--- config.mk ---
export PLATFORM = sky130hd
export DESIGN_NAME = rst_stall_seq
export DESIGN_NICKNAME = d
export VERILOG_FILES = /design/src/rtl/rss_pkg.sv /design/src/rtl/rss_rst_sync.sv /design/src/rtl/rss_rst_stretch.sv /design/src/rtl/rss_gap_timer.sv /design/src/rtl/rss_start_guard.sv /design/src/rtl/rst_stall_seq.sv
export SDC_FILE = /design/constraint.sdc
export NUM_CORES = 1
export LEC_CHECK = 0
export ABC_AREA = 0
export BUFFER_PORTS_ARGS = -buffer_cell sky130_fd_sc_hd__buf_2
export CAP_MARGIN = 0
export CORE_MARGIN = 1.5
export CORE_UTILIZATION = 41
export DETAILED_ROUTE_END_ITERATION = 8
export HOLD_SLACK_MARGIN = 0.08
export SLEW_MARGIN = 20
export SYNTH_ARGS = -nofsm -noshare
export SYNTH_HDL_FRONTEND = slang
export SYNTH_HIERARCHICAL = 1
export SYNTH_SLANG_ARGS = --single-unit
--- constraint.sdc ---
create_clock -name clk -period 2.05 [get_ports clk]
set_input_delay 0.205 -clock clk [delete_from_list [all_inputs] [get_ports clk]]
set_output_delay 0.205 -clock clk [all_outputs]
set_load 0.02 [all_outputs]
--- src/rtl/rss_pkg.sv ---
package rss_pkg;

  // Stretch tail after the request is released, in cycles
  localparam int unsigned TAIL_CYC_DEF = 2;
  // Minimum number of sampled low cycles in a valid request
  localparam int unsigned MIN_LOW_DEF  = 2;
  // Running cycles required between reset end and the first start
  localparam int unsigned GAP_CYC_DEF  = 10;

  // Index of each sticky error flag
  localparam int unsigned ERR_SHORT = 0;
  localparam int unsigned ERR_EARLY = 1;
  localparam int unsigned ERR_INRST = 2;
  localparam int unsigned NUM_ERR   = 3;

  typedef logic [NUM_ERR-1:0] err_vec_t;

endpackage

--- src/rtl/rss_rst_sync.sv ---
// Two-stage synchronizer: asserts asynchronously, releases on clk.
module rss_rst_sync #(
  parameter int unsigned STAGES = 2
) (
  input  logic clk,
  input  logic arst_n,
  output logic rst_n
);

  logic [STAGES-1:0] chain_q;
  logic [STAGES-1:0] chain_d;

  always_comb begin
    chain_d = {chain_q[STAGES-2:0], 1'b1};
  end

  always_ff @(posedge clk or negedge arst_n) begin
    if (!arst_n) begin
      chain_q <= '0;
    end else begin
      chain_q <= chain_d;
    end
  end

  assign rst_n = chain_q[STAGES-1];

endmodule

--- src/rtl/rss_rst_stretch.sv ---
// Stretches the reset request and measures its sampled width.
module rss_rst_stretch #(
  parameter int unsigned TAIL_CYC = 2,
  parameter int unsigned MIN_LOW  = 2
) (
  input  logic clk,
  input  logic rst_n,
  input  logic req_n,
  output logic core_rst,
  output logic in_req,
  output logic first_low,
  output logic short_set
);

  localparam int unsigned TAIL_W = $clog2(TAIL_CYC + 1);
  localparam int unsigned LOW_W  = $clog2(MIN_LOW + 1);
  localparam logic [TAIL_W-1:0] TAIL_LD = TAIL_W'(TAIL_CYC);
  localparam logic [LOW_W-1:0]  LOW_MAX = LOW_W'(MIN_LOW);

  logic              rst_q, rst_d;
  logic [TAIL_W-1:0] tail_q, tail_d;
  logic [LOW_W-1:0]  low_q, low_d;

  assign in_req = ~req_n;

  // Next-state logic
  always_comb begin
    rst_d  = rst_q;
    tail_d = tail_q;
    low_d  = low_q;
    if (in_req) begin
      rst_d  = 1'b1;
      tail_d = TAIL_LD;
      if (low_q != LOW_MAX) begin
        low_d = low_q + LOW_W'(1);
      end
    end else begin
      low_d = '0;
      if (tail_q != '0) begin
        tail_d = tail_q - TAIL_W'(1);
      end else begin
        rst_d = 1'b0;
      end
    end
  end

  assign first_low = in_req & (low_q == '0);
  assign short_set = ~in_req & (low_q != '0) & (low_q < LOW_MAX);

  // State registers; the enable does not gate them (reset has priority)
  always_ff @(posedge clk or negedge rst_n) begin
    if (!rst_n) begin
      rst_q  <= 1'b1;
      tail_q <= TAIL_LD;
      low_q  <= LOW_MAX;
    end else begin
      rst_q  <= rst_d;
      tail_q <= tail_d;
      low_q  <= low_d;
    end
  end

  assign core_rst = rst_q;

endmodule

--- src/rtl/rss_gap_timer.sv ---
// Saturating count of running cycles after the internal reset ends.
module rss_gap_timer #(
  parameter int unsigned GAP_CYC = 10
) (
  input  logic clk,
  input  logic rst_n,
  input  logic core_rst,
  input  logic hold,
  output logic ready
);

  localparam int unsigned GAP_W = $clog2(GAP_CYC + 1);
  localparam logic [GAP_W-1:0] GAP_END = GAP_W'(GAP_CYC);

  logic [GAP_W-1:0] cnt_q, cnt_d;
  logic             cnt_en;

  assign cnt_en = ~hold & (cnt_q != GAP_END);

  always_comb begin
    cnt_d = cnt_q;
    if (core_rst) begin
      cnt_d = '0;
    end else if (cnt_en) begin
      cnt_d = cnt_q + GAP_W'(1);
    end
  end

  always_ff @(posedge clk or negedge rst_n) begin
    if (!rst_n) begin
      cnt_q <= '0;
    end else begin
      cnt_q <= cnt_d;
    end
  end

  assign ready = ~core_rst & (cnt_q == GAP_END);

endmodule

--- src/rtl/rss_start_guard.sv ---
// Qualifies the start strobe and keeps the sticky protocol flags.
module rss_start_guard
  import rss_pkg::*;
(
  input  logic     clk,
  input  logic     rst_n,
  input  logic     exec_start,
  input  logic     in_req,
  input  logic     core_rst,
  input  logic     hold,
  input  logic     ready,
  input  logic     first_low,
  input  logic     short_set,
  output logic     exec_go,
  output err_vec_t err
);

  logic     in_rst;
  err_vec_t set_v;
  err_vec_t err_q, err_d;

  assign in_rst  = core_rst | in_req;
  assign exec_go = exec_start & ready & ~hold & ~in_req;

  always_comb begin
    set_v            = '0;
    set_v[ERR_SHORT] = short_set;
    set_v[ERR_EARLY] = exec_start & ~in_rst & ~hold & ~ready;
    set_v[ERR_INRST] = exec_start & in_rst;
  end

  for (genvar i = 0; i < NUM_ERR; i++) begin : g_flag
    always_comb begin
      if (first_low) begin
        err_d[i] = set_v[i];
      end else begin
        err_d[i] = err_q[i] | set_v[i];
      end
    end

    always_ff @(posedge clk or negedge rst_n) begin
      if (!rst_n) begin
        err_q[i] <= 1'b0;
      end else begin
        err_q[i] <= err_d[i];
      end
    end
  end

  assign err = err_q;

endmodule

--- src/rtl/rst_stall_seq.sv ---
module rst_stall_seq
  import rss_pkg::*;
#(
  parameter int unsigned TAIL_CYC = TAIL_CYC_DEF,
  parameter int unsigned MIN_LOW  = MIN_LOW_DEF,
  parameter int unsigned GAP_CYC  = GAP_CYC_DEF,
  parameter int unsigned SYNC_STG = 2
) (
  input  logic clk,
  input  logic arst_n,
  input  logic rst_req_n,
  input  logic clk_en_n,
  input  logic exec_start,
  output logic core_rst,
  output logic hold,
  output logic ready,
  output logic exec_go,
  output logic err_short_rst,
  output logic err_early_start,
  output logic err_start_in_rst
);

  logic     rst_sync_n;
  logic     in_req, first_low, short_set;
  logic     hold_q, hold_d;
  err_vec_t err;

  rss_rst_sync #(.STAGES(SYNC_STG)) u_sync (
    .clk   (clk),
    .arst_n(arst_n),
    .rst_n (rst_sync_n)
  );

  rss_rst_stretch #(.TAIL_CYC(TAIL_CYC), .MIN_LOW(MIN_LOW)) u_stretch (
    .clk      (clk),
    .rst_n    (rst_sync_n),
    .req_n    (rst_req_n),
    .core_rst (core_rst),
    .in_req   (in_req),
    .first_low(first_low),
    .short_set(short_set)
  );

  // Registered hold: a disable sampled now stalls the next cycle
  assign hold_d = clk_en_n;

  always_ff @(posedge clk or negedge rst_sync_n) begin
    if (!rst_sync_n) begin
      hold_q <= 1'b0;
    end else begin
      hold_q <= hold_d;
    end
  end

  assign hold = hold_q;

  rss_gap_timer #(.GAP_CYC(GAP_CYC)) u_gap (
    .clk     (clk),
    .rst_n   (rst_sync_n),
    .core_rst(core_rst),
    .hold    (hold_q),
    .ready   (ready)
  );

  rss_start_guard u_guard (
    .clk       (clk),
    .rst_n     (rst_sync_n),
    .exec_start(exec_start),
    .in_req    (in_req),
    .core_rst  (core_rst),
    .hold      (hold_q),
    .ready     (ready),
    .first_low (first_low),
    .short_set (short_set),
    .exec_go   (exec_go),
    .err       (err)
  );

  assign err_short_rst    = err[ERR_SHORT];
  assign err_early_start  = err[ERR_EARLY];
  assign err_start_in_rst = err[ERR_INRST];

endmodule

==> results.json, run 1 <==
{
  "htreeDepth": 1,
  "die_area_mm2": 0.00202,
  "hold_path.class": "input pin to register",
  "ir_drop_v": 0.000623,
  "drive_gt1_frac": 0.305,
  "intPower_uw": 588,
  "fmax_mhz": 537,
  "postCtsSetupBuffers": 0,
  "worstPathMaxFanout": 4,
  "cap_violations": 0,
  "place_congestion": 0.761,
  "cts_buffers": 3,
  "synth_compound_area_frac": 0.0936,
  "layout_commonest_cell": "dfrtp_1",
  "drcViolationCount": 0,
  "hold_violations": 0,
  "crit_arrival_ns": 1.66,
  "status": "complete, no violations",
  "cts_buffer_depth": 2,
  "p_clk_frac": 0.185,
  "area_delta_synth_final_pct": 17.5,
  "grt_max_degree": 14,
  "ios": 12,
  "ys_seq_area_frac": 0.525,
  "period_share": 0.908,
  "initial_core_util": 0.458,
  "finalPower_uw": 895,
  "core_area_mm2": 0.00158,
  "crit_path_end_kind": "output pin",
  "routed_wl_mm": 1.16,
  "root_buffer": "clkbuf_4",
  "antenna_found_initial": 0,
  "fin_area_um2": 848,
  "cts_tree": "done",
  "synth_simple_gate_area_frac": 0.146,
  "dp_hpwl_um": 841,
  "p_seq_frac": 0.504,
  "relSlewSlack": 0.651,
  "synth.avg_cell_area_um2": 11.1,
  "grt_setup_unrepaired": "false",
  "synth_fa_ha_area_frac": 0.0867,
  "syn_nets": 75,
  "final_cell_mix": "12 x dfrtp_1, 11 x buf_2, 9 x inv_1",
  "grt_pass1_vias": 515,
  "vias": 484,
  "critPathRequiredTime_ns": 1.85,
  "synth_xor_area_frac": 0.0364,
  "critPathLaunchType": "register",
  "finalClockSkew_ns": 0.00156,
  "crit_type": "register to output pin",
  "path_clk_slew_ns": 0.08,
  "worst-slew-pin-transition_ns": 0.523,
  "synthCells": 65,
  "swShare": 0.342,
  "die_w_um": 45.0,
  "antennaDiodeCount": 0,
  "final_nets": 93,
  "synth_top_family_by_area": "simple AND/OR/NAND/NOR gates",
  "first_pass_iters": 2,
  "min_path_cells": 2,
  "fin_crit_ns": 1.86,
  "powerDensity_mw_per_mm2": 1050,
  "netSwitchingPower_uw": 306,
  "placed_cell_area_um2": 797,
  "yosys_warnings": 6,
  "std_cell_rows": 14,
  "synthMuxAreaShare": 0.0503,
  "io_buffers": 11,
  "grt_first_pass_wirelength_mm": 2.11,
  "final_util": 0.538,
  "gr-total-overflow": 0,
  "die_y_um": 45.0,
  "drtIter0Drc": 10,
  "synth_cell_types": 25,
  "ant_nets": 0,
  "cts_sinks": 15,
  "reg2reg_depth": 6,
  "slew_violations": 0,
  "comb_power_share": 0.311,
  "syn_area_um2": 722,
  "p_leak_uw": 0.000428,
  "track_usage": 0.147,
  "setup_viol": 0,
  "synth_seq_cells": 15,
  "vias_per_cell": 4.94,
  "fin_tns_setup_ns": 0,
  "wire_per_inst_um": 11.8,
  "insertion_delay_ns": 0.28
}
worst max-delay path, stage by stage, from the launching register on:
cell and delay (ns):
dfrtp_1 0.42, inv_1 0.08, ha_1 0.21, nand2_1 0.10, nor3_2 0.18, and4bb_2 0.24
buf_2 0.16
cell usage after synthesis, drive strengths merged:
cell type / count / share of area
ha: 5 / 0.087
a31oi: 1 / 0.029
o21ai: 3 / 0.021
nand2b: 1 / 0.0087
dfstp: 3 / 0.11
nand2: 3 / 0.016
xor2: 3 / 0.036
a21oi: 1 / 0.0069
o211ai: 1 / 0.010
mux2i: 1 / 0.014
a32o: 1 / 0.016
inv: 11 / 0.057
nor2b: 2 / 0.017
nor3: 3 / 0.028
nand4b: 1 / 0.012
nor2: 7 / 0.036
a21o: 1 / 0.010
dfrtp: 12 / 0.42
nand3b: 1 / 0.010
and4bb: 1 / 0.017
conb: 1 / 0.0052
mux2: 2 / 0.036
metal layers:
layer,routed length (um),global-route usage
met1,560,0.179
met2,553,0.234
met3,25,0.0360
met4,15,0.0882
met5,0,0
metrics by stage:
step / std cells / hold slack (ns) / setup WS (ns)
floorplan: 65 / -0.0906 / 0.143
global placement: 92 / -0.0100 / 0.463
detailed placement: 92 / -0.00848 / 0.394
CTS: 98 / 0.131 / 0.0778
global route: 98 / 0.132 / 0.0490
finish: 98 / 0.135 / 0.189
logic make-up (layout without fill, tap and decap cells):
logic type	Yosys count	in the layout
compound gates	8	8
xor+xnor	3	3
fa+ha+maj	5	5
buf+inv	11	28
flops	15	15
mux	3	3
other cells	1	1
simple gates	19	19
timing repair:
item | CTS | global route
endpoints found under the setup margin | 0 | 1
gates resized for setup | 0 | 1
endpoints found under the hold margin | 3 | 0
hold buffers | 2 | 0
flip-flops by register name, indices dropped and copies added, names as in the netlist:
register,count
u_stretch/tail_q,2
u_stretch/core_rst,1
u_guard/err,3
hold,1
u_gap/cnt_q,4
u_stretch/low_q,2
u_sync/chain_q,2
cell type report:
class                      instances  area (um2)
tap                               16        20.0
fill                             159         728
timing repair buffer              13        75.1
sequential                        15         379
clock buffer                       4        26.3
multi-input combinational         39         307
inverter                          11        41.3
power by group through the flow:
stage          clock, uW  combinational [uW]  sequential (uW)
3_5_place_dp           0                 275              457
6_report             165                 278              451
4_1_cts              177                 282              452
5_1_grt              186                 314              465
3_3_place_gp           0                 271              456
2_1_floorplan          0                 179              480
path summary, 6_finish.rpt:
kind / startpoint / to / slack [ns]
worst max register to register: u_gap/cnt_q[0]$_DFFE_PN0P_ / u_guard/err[1]$_DFF_PN0_ / 0.62
worst min-delay path: rst_req_n / u_stretch/low_q[1]$_DFFE_PN1P_ / 0.14
min in group asynchronous: u_sync/chain_q[1]$_DFF_PN0_ / hold$_DFF_PN0_ / 0.22
worst min register to register: u_sync/chain_q[1]$_DFF_PN0_ / hold$_DFF_PN0_ / 0.22
worst max-delay path: u_gap/cnt_q[0]$_DFFE_PN0P_ / exec_go / 0.19
max in group asynchronous: u_sync/chain_q[1]$_DFF_PN0_ / u_stretch/tail_q[1]$_DFFE_PN1P_ / 1.47
Note: power is estimated with default switching activity, not from simulation.
==> run 2, diff against run 1 <==
Settings changed: CTS_CLUSTER_DIAMETER set to 30, GPL_ROUTABILITY_DRIVEN set to 0, SETUP_SLACK_MARGIN set to 0.4.
==> run 2 against run 1 <==
Global-route usage rose by 2.4 points. Die area did not move. Routed wire length rose by 24%. Clock power barely moved. Worst setup slack improved by 0.15 ns. Largest power group unchanged. Total power rose by 4.3%. First-iteration DRC count fell by 70%. Clock skew barely moved. Non-clock buffer count rose by 8. Sequential cell count did not move. Critical path type unchanged.
==> results.json, run 2 (synthesis results as in run 1) <==
{
  "status": "complete, no violations",
  "critPathRequiredTime_ns": 1.85,
  "grt_max_degree": 14,
  "critPathLaunchType": "register",
  "cts_buffers": 3,
  "crit_path_end_kind": "output pin",
  "worst-slew-pin-transition_ns": 0.517,
  "die_area_mm2": 0.00202,
  "routed_wl_mm": 1.44,
  "fin_cells": 106,
  "cap_violations": 0,
  "hold_violations": 0,
  "fin_tns_setup_ns": 0,
  "crit_arrival_ns": 1.51,
  "first_pass_iters": 4,
  "area_delta_synth_final_pct": 30.7,
  "max_flop_register": "u_gap/cnt_q",
  "root_buffer": "clkbuf_4",
  "fin_crit_ns": 1.72,
  "powerDensity_mw_per_mm2": 989,
  "slew_violations": 0,
  "track_usage": 0.171,
  "finalClockSkew_ns": 0.00132,
  "vias": 522,
  "placed_cell_area_um2": 808,
  "worstPathMaxFanout": 2,
  "fill_cells": 144,
  "relSlewSlack": 0.655,
  "dp_hpwl_um": 954,
  "path_clk_slew_ns": 0.09,
  "drive_gt1_frac": 0.400,
  "core_area_mm2": 0.00158,
  "holdWs_ns": 0.137,
  "hold_path_startpoint": "rst_req_n",
  "wire_per_inst_um": 13.5,
  "io_buffers": 11,
  "fmax_mhz": 583,
  "final_cell_mix": "12 x dfrtp_1, 9 x buf_2, 9 x buf_4",
  "initial_core_util": 0.458,
  "drcViolationCount": 0,
  "crit_type": "register to output pin",
  "fin_area_um2": 943,
  "grt_use_met3": 0.0240,
  "r2r_end": "u_gap/cnt_q[1]$_DFFE_PN0P_",
  "min_path_cells": 2,
  "final_nets": 101,
  "htreeDepth": 1,
  "setup_viol": 0,
  "ant_nets": 0,
  "grt_first_pass_wirelength_mm": 2.44,
  "dp.cells": 92,
  "ios": 12,
  "drtIter0Drc": 3,
  "insertion_delay_ns": 0.28,
  "die_w_um": 45.0,
  "reg2reg_setup_slack_ns": 0.50,
  "p_leak_uw": 0.000484,
  "period_share": 0.837,
  "antennaDiodeCount": 0,
  "cts_sinks": 15,
  "gr-total-overflow": 0,
  "vias_per_cell": 4.92,
  "cts_buffer_depth": 2,
  "hold_path.class": "input pin to register",
  "grt_setup_unrepaired": "true",
  "hold_end": "u_stretch/low_q[1]$_DFFE_PN1P_",
  "busiest_layer": "met2",
  "cts_tree": "done",
  "reg2reg_depth": 5,
  "antenna_found_initial": 0,
  "r2r_start": "u_gap/cnt_q[1]$_DFFE_PN0P_",
  "layout_commonest_cell": "dfrtp_1",
  "std_cell_rows": 14,
  "largest_reg_flops": 4,
  "use_met2": 0.309,
  "ir_drop_v": 0.000575,
  "grt_pass1_vias": 556,
  "grt_util_met1": 0.208,
  "die_y_um": 45.0
}
## run 2: worst max-delay path by stage
stage	endpoint	cells past startpoint	slack [ns]	startpoint
3_3_place_gp	exec_go	6	0.54	u_gap/cnt_q[0]$_DFFE_PN0P_
6_report	exec_go	6	0.33	u_gap/cnt_q[0]$_DFFE_PN0P_
3_5_place_dp	exec_go	6	0.44	u_gap/cnt_q[0]$_DFFE_PN0P_
4_1_cts	exec_go	6	0.31	u_gap/cnt_q[0]$_DFFE_PN0P_
2_1_floorplan	exec_go	5	0.48	u_gap/cnt_q[0]$_DFFE_PN0P_
5_1_grt	exec_go	6	0.29	u_gap/cnt_q[0]$_DFFE_PN0P_
## run 2: worst max-delay path: stages (launching register included)
cell      delay [ns]
dfrtp_1         0.41
inv_2           0.09
ha_4            0.15
nand2_4         0.06
nor3_4          0.15
and4bb_2        0.26
buf_6           0.11
## run 2: through the flow
step	util	power (uW)	setup slack (ns)
3_5_place_dp	0.513	743	0.441
2_1_floorplan	-	662	0.477
5_1_grt	0.598	999	0.291
4_1_cts	0.584	937	0.307
6_report	0.598	933	0.335
3_3_place_gp	0.513	730	0.537
## run 2: what timing repair did
item / in CTS / in global routing
pin swaps: 2 / 2
endpoints found under the hold margin: 3 / 0
hold buffers: 2 / 0
setup buffers: 5 / 3
endpoints found under the setup margin: 2 / 2
gates resized for setup: 8 / 0
## run 2: where the power goes
| part | internal [uW] | switching (uW) |
|---|---|---|
| clock network | 75.6 | 92.7 |
| logic | 148 | 163 |
| registers | 385 | 68.8 |
| total | 608 | 325 |
## run 2: per-layer routing
metal | part of all wire | wire, um | vias to the layer above
met4 | 0.013 | 19 | 0
met2 | 0.52 | 749 | 7
met3 | 0.019 | 27 | 2
met5 | 0 | 0 | -
met1 | 0.45 | 639 | 250
li1 | - | - | 263
## run 2: area by class of cell
class	instances	area (um2)	area share
Sequential cell	15	379	0.402
Multi-Input combinational cell	39	333	0.353
Timing Repair Buffer	21	144	0.153
Clock buffer	4	26.3	0.0279
Tap cell	16	20.0	0.0212
Inverter	11	41.3	0.0438
==> run 3, diff against run 2 <==
Clock period 2.05 ns to 1.6 ns, I/O delays scaled along.
==> run 3 against run 2 <==
The run now ends with setup timing left. Combinational power up 76%. Clock power is 28% higher. Clock skew is 0.00084 ns lower. Clock-buffer cell count is 1 lower. Non-clock buffer count increased by 9. Sequential power increased by 26%. Critical path type unchanged. Largest cell class unchanged.
==> results.json, run 3 (synthesis results as in run 1) <==
{
  "status": "complete, but fails checks",
  "violations": "setup timing",
  "std_cell_rows": 14,
  "p_clk_frac": 0.162,
  "antenna_found_initial": 0,
  "io_buffers": 11,
  "worst_slack_ns": -0.0517,
  "intPower_uw": 871,
  "cts_sinks": 15,
  "cts_buffer_depth": 2,
  "pre_cts_ws_ns": 0.138,
  "die_y_um": 45.0,
  "period_share": 1.03,
  "reg2reg_depth": 9,
  "crit_arrival_ns": 1.49,
  "p_leak_uw": 0.000543,
  "grt_setup_unrepaired": "true",
  "track_usage": 0.157,
  "critPathRequiredTime_ns": 1.44,
  "routed_wl_mm": 1.51,
  "vias": 560,
  "htreeDepth": 1,
  "core_area_mm2": 0.00158,
  "gr-total-overflow": 0,
  "crit_type": "register to output pin",
  "final_cell_mix": "13 x buf_4, 12 x dfrtp_1, 8 x buf_2",
  "cts_tree": "done",
  "slew_violations": 0,
  "first_pass_iters": 2,
  "final_util": 0.684,
  "drcViolationCount": 0,
  "ios": 12,
  "powerDensity_mw_per_mm2": 1230,
  "wire_per_inst_um": 13.2,
  "fmax_mhz": 605,
  "hold_path.class": "input pin to register",
  "holdWs_ns": 0.112,
  "swShare": 0.345,
  "antennaDiodeCount": 0,
  "p_seq_frac": 0.428,
  "root_buffer": "clkbuf_4",
  "area_delta_synth_final_pct": 49.4,
  "cp_num_buf_inv": 2,
  "ir_drop_v": 0.000932,
  "drtIter0Drc": 5,
  "drive_gt1_frac": 0.535,
  "worstPathMaxFanout": 2,
  "cap_violations": 0,
  "netSwitchingPower_uw": 459,
  "path_cells": "inv_2 -> ha_4 -> nand2_4 -> nor3_4 -> and4bb_2 -> buf_6",
  "cp.depth": 6,
  "die_w_um": 45.0,
  "hold_violations": 0,
  "fill_cells": 127,
  "min_path_cells": 2,
  "crit_path_end_kind": "output pin",
  "die_area_mm2": 0.00202,
  "initial_core_util": 0.458,
  "layout_commonest_cell": "buf_4",
  "ant_nets": 0,
  "relSlewSlack": 0.654,
  "cp_top_family": "simple AND/OR/NAND/NOR gates",
  "grt_first_pass_wirelength_mm": 2.29,
  "insertion_delay_ns": 0.28,
  "grt_pass1_vias": 549,
  "dp_hpwl_um": 886,
  "grt_max_degree": 14,
  "final_nets": 110,
  "critPathLaunchType": "register",
  "max_flop_register": "u_gap/cnt_q",
  "fin_crit_ns": 1.65,
  "slowest_delay_ns": 0.41,
  "largest_reg_flops": 4,
  "cts_buffers": 3,
  "slowest_stage": "dfrtp_1",
  "path_clk_slew_ns": 0.09,
  "setup_viol": 2,
  "worst-slew-pin-transition_ns": 0.520,
  "comb_power_share": 0.411,
  "vias_per_cell": 4.87,
  "finalClockSkew_ns": 0.000476
}
-- run 3: per-layer routing --
layer,routed length (um),up-vias,GRT usage,part of all wire
li1,-,280,-,-
met5,0,-,0,0
met4,9,0,0.0529,0.0059
met2,824,4,0.289,0.54
met3,25,2,0.0240,0.017
met1,655,274,0.184,0.43
-- run 3: final cells by class --
cell class                 count  area [um2]  area share
multi-input combinational     39         374       0.347
clock buffer                   3        22.5      0.0209
timing repair buffer          30         236       0.219
tap                           16        20.0      0.0186
inverter                      11        41.3      0.0383
clock inverter                 1        5.00     0.00464
sequential                    15         379       0.352
-- run 3: per-stage QoR --
step / power (uW) / instance area, um2 / cells / setup TNS [ns]
6_report: 1330 / 1080 / 115 / -0.0571
5_1_grt: 1430 / 1080 / 115 / -0.192
4_1_cts: 1230 / 960 / 105 / -0.0584
3_5_place_dp: 954 / 817 / 92 / 0
3_3_place_gp: 938 / 817 / 92 / 0
2_1_floorplan: 851 / 742 / 65 / 0
-- run 3: final timing paths --
kind / start / to / slack [ns]
worst max-delay path: u_gap/cnt_q[0]$_DFFE_PN0P_ / exec_go / -0.05
worst min-delay path: rst_req_n / u_stretch/low_q[1]$_DFFE_PN1P_ / 0.11
worst max register to register: u_gap/cnt_q[0]$_DFFE_PN0P_ / u_guard/err[1]$_DFF_PN0_ / 0.08
worst min register to register: u_sync/chain_q[1]$_DFF_PN0_ / u_guard/err[1]$_DFF_PN0_ / 0.22
max in group asynchronous: u_sync/chain_q[1]$_DFF_PN0_ / u_stretch/tail_q[1]$_DFFE_PN1P_ / 1.02
min in group asynchronous: arst_n / u_sync/chain_q[1]$_DFF_PN0_ / 0.19
-- run 3: power by group through the flow --
stage,logic [uW],registers (uW),clock network (uW)
finish,546,569,215
global route,602,581,243
CTS,408,587,230
detailed placement,361,593,0
global placement,349,588,0
floorplan,231,620,0
-- run 3: repair_timing --
| action | CTS | global route |
|---|---|---|
| setup endpoints to repair | 7 | 9 |
| hold endpoints to repair | 3 | 0 |
| buffers inserted | 7 | 10 |
| pin swaps | 5 | 5 |
| hold buffers | 2 | 0 |
| gates resized for setup | 12 | 11 |
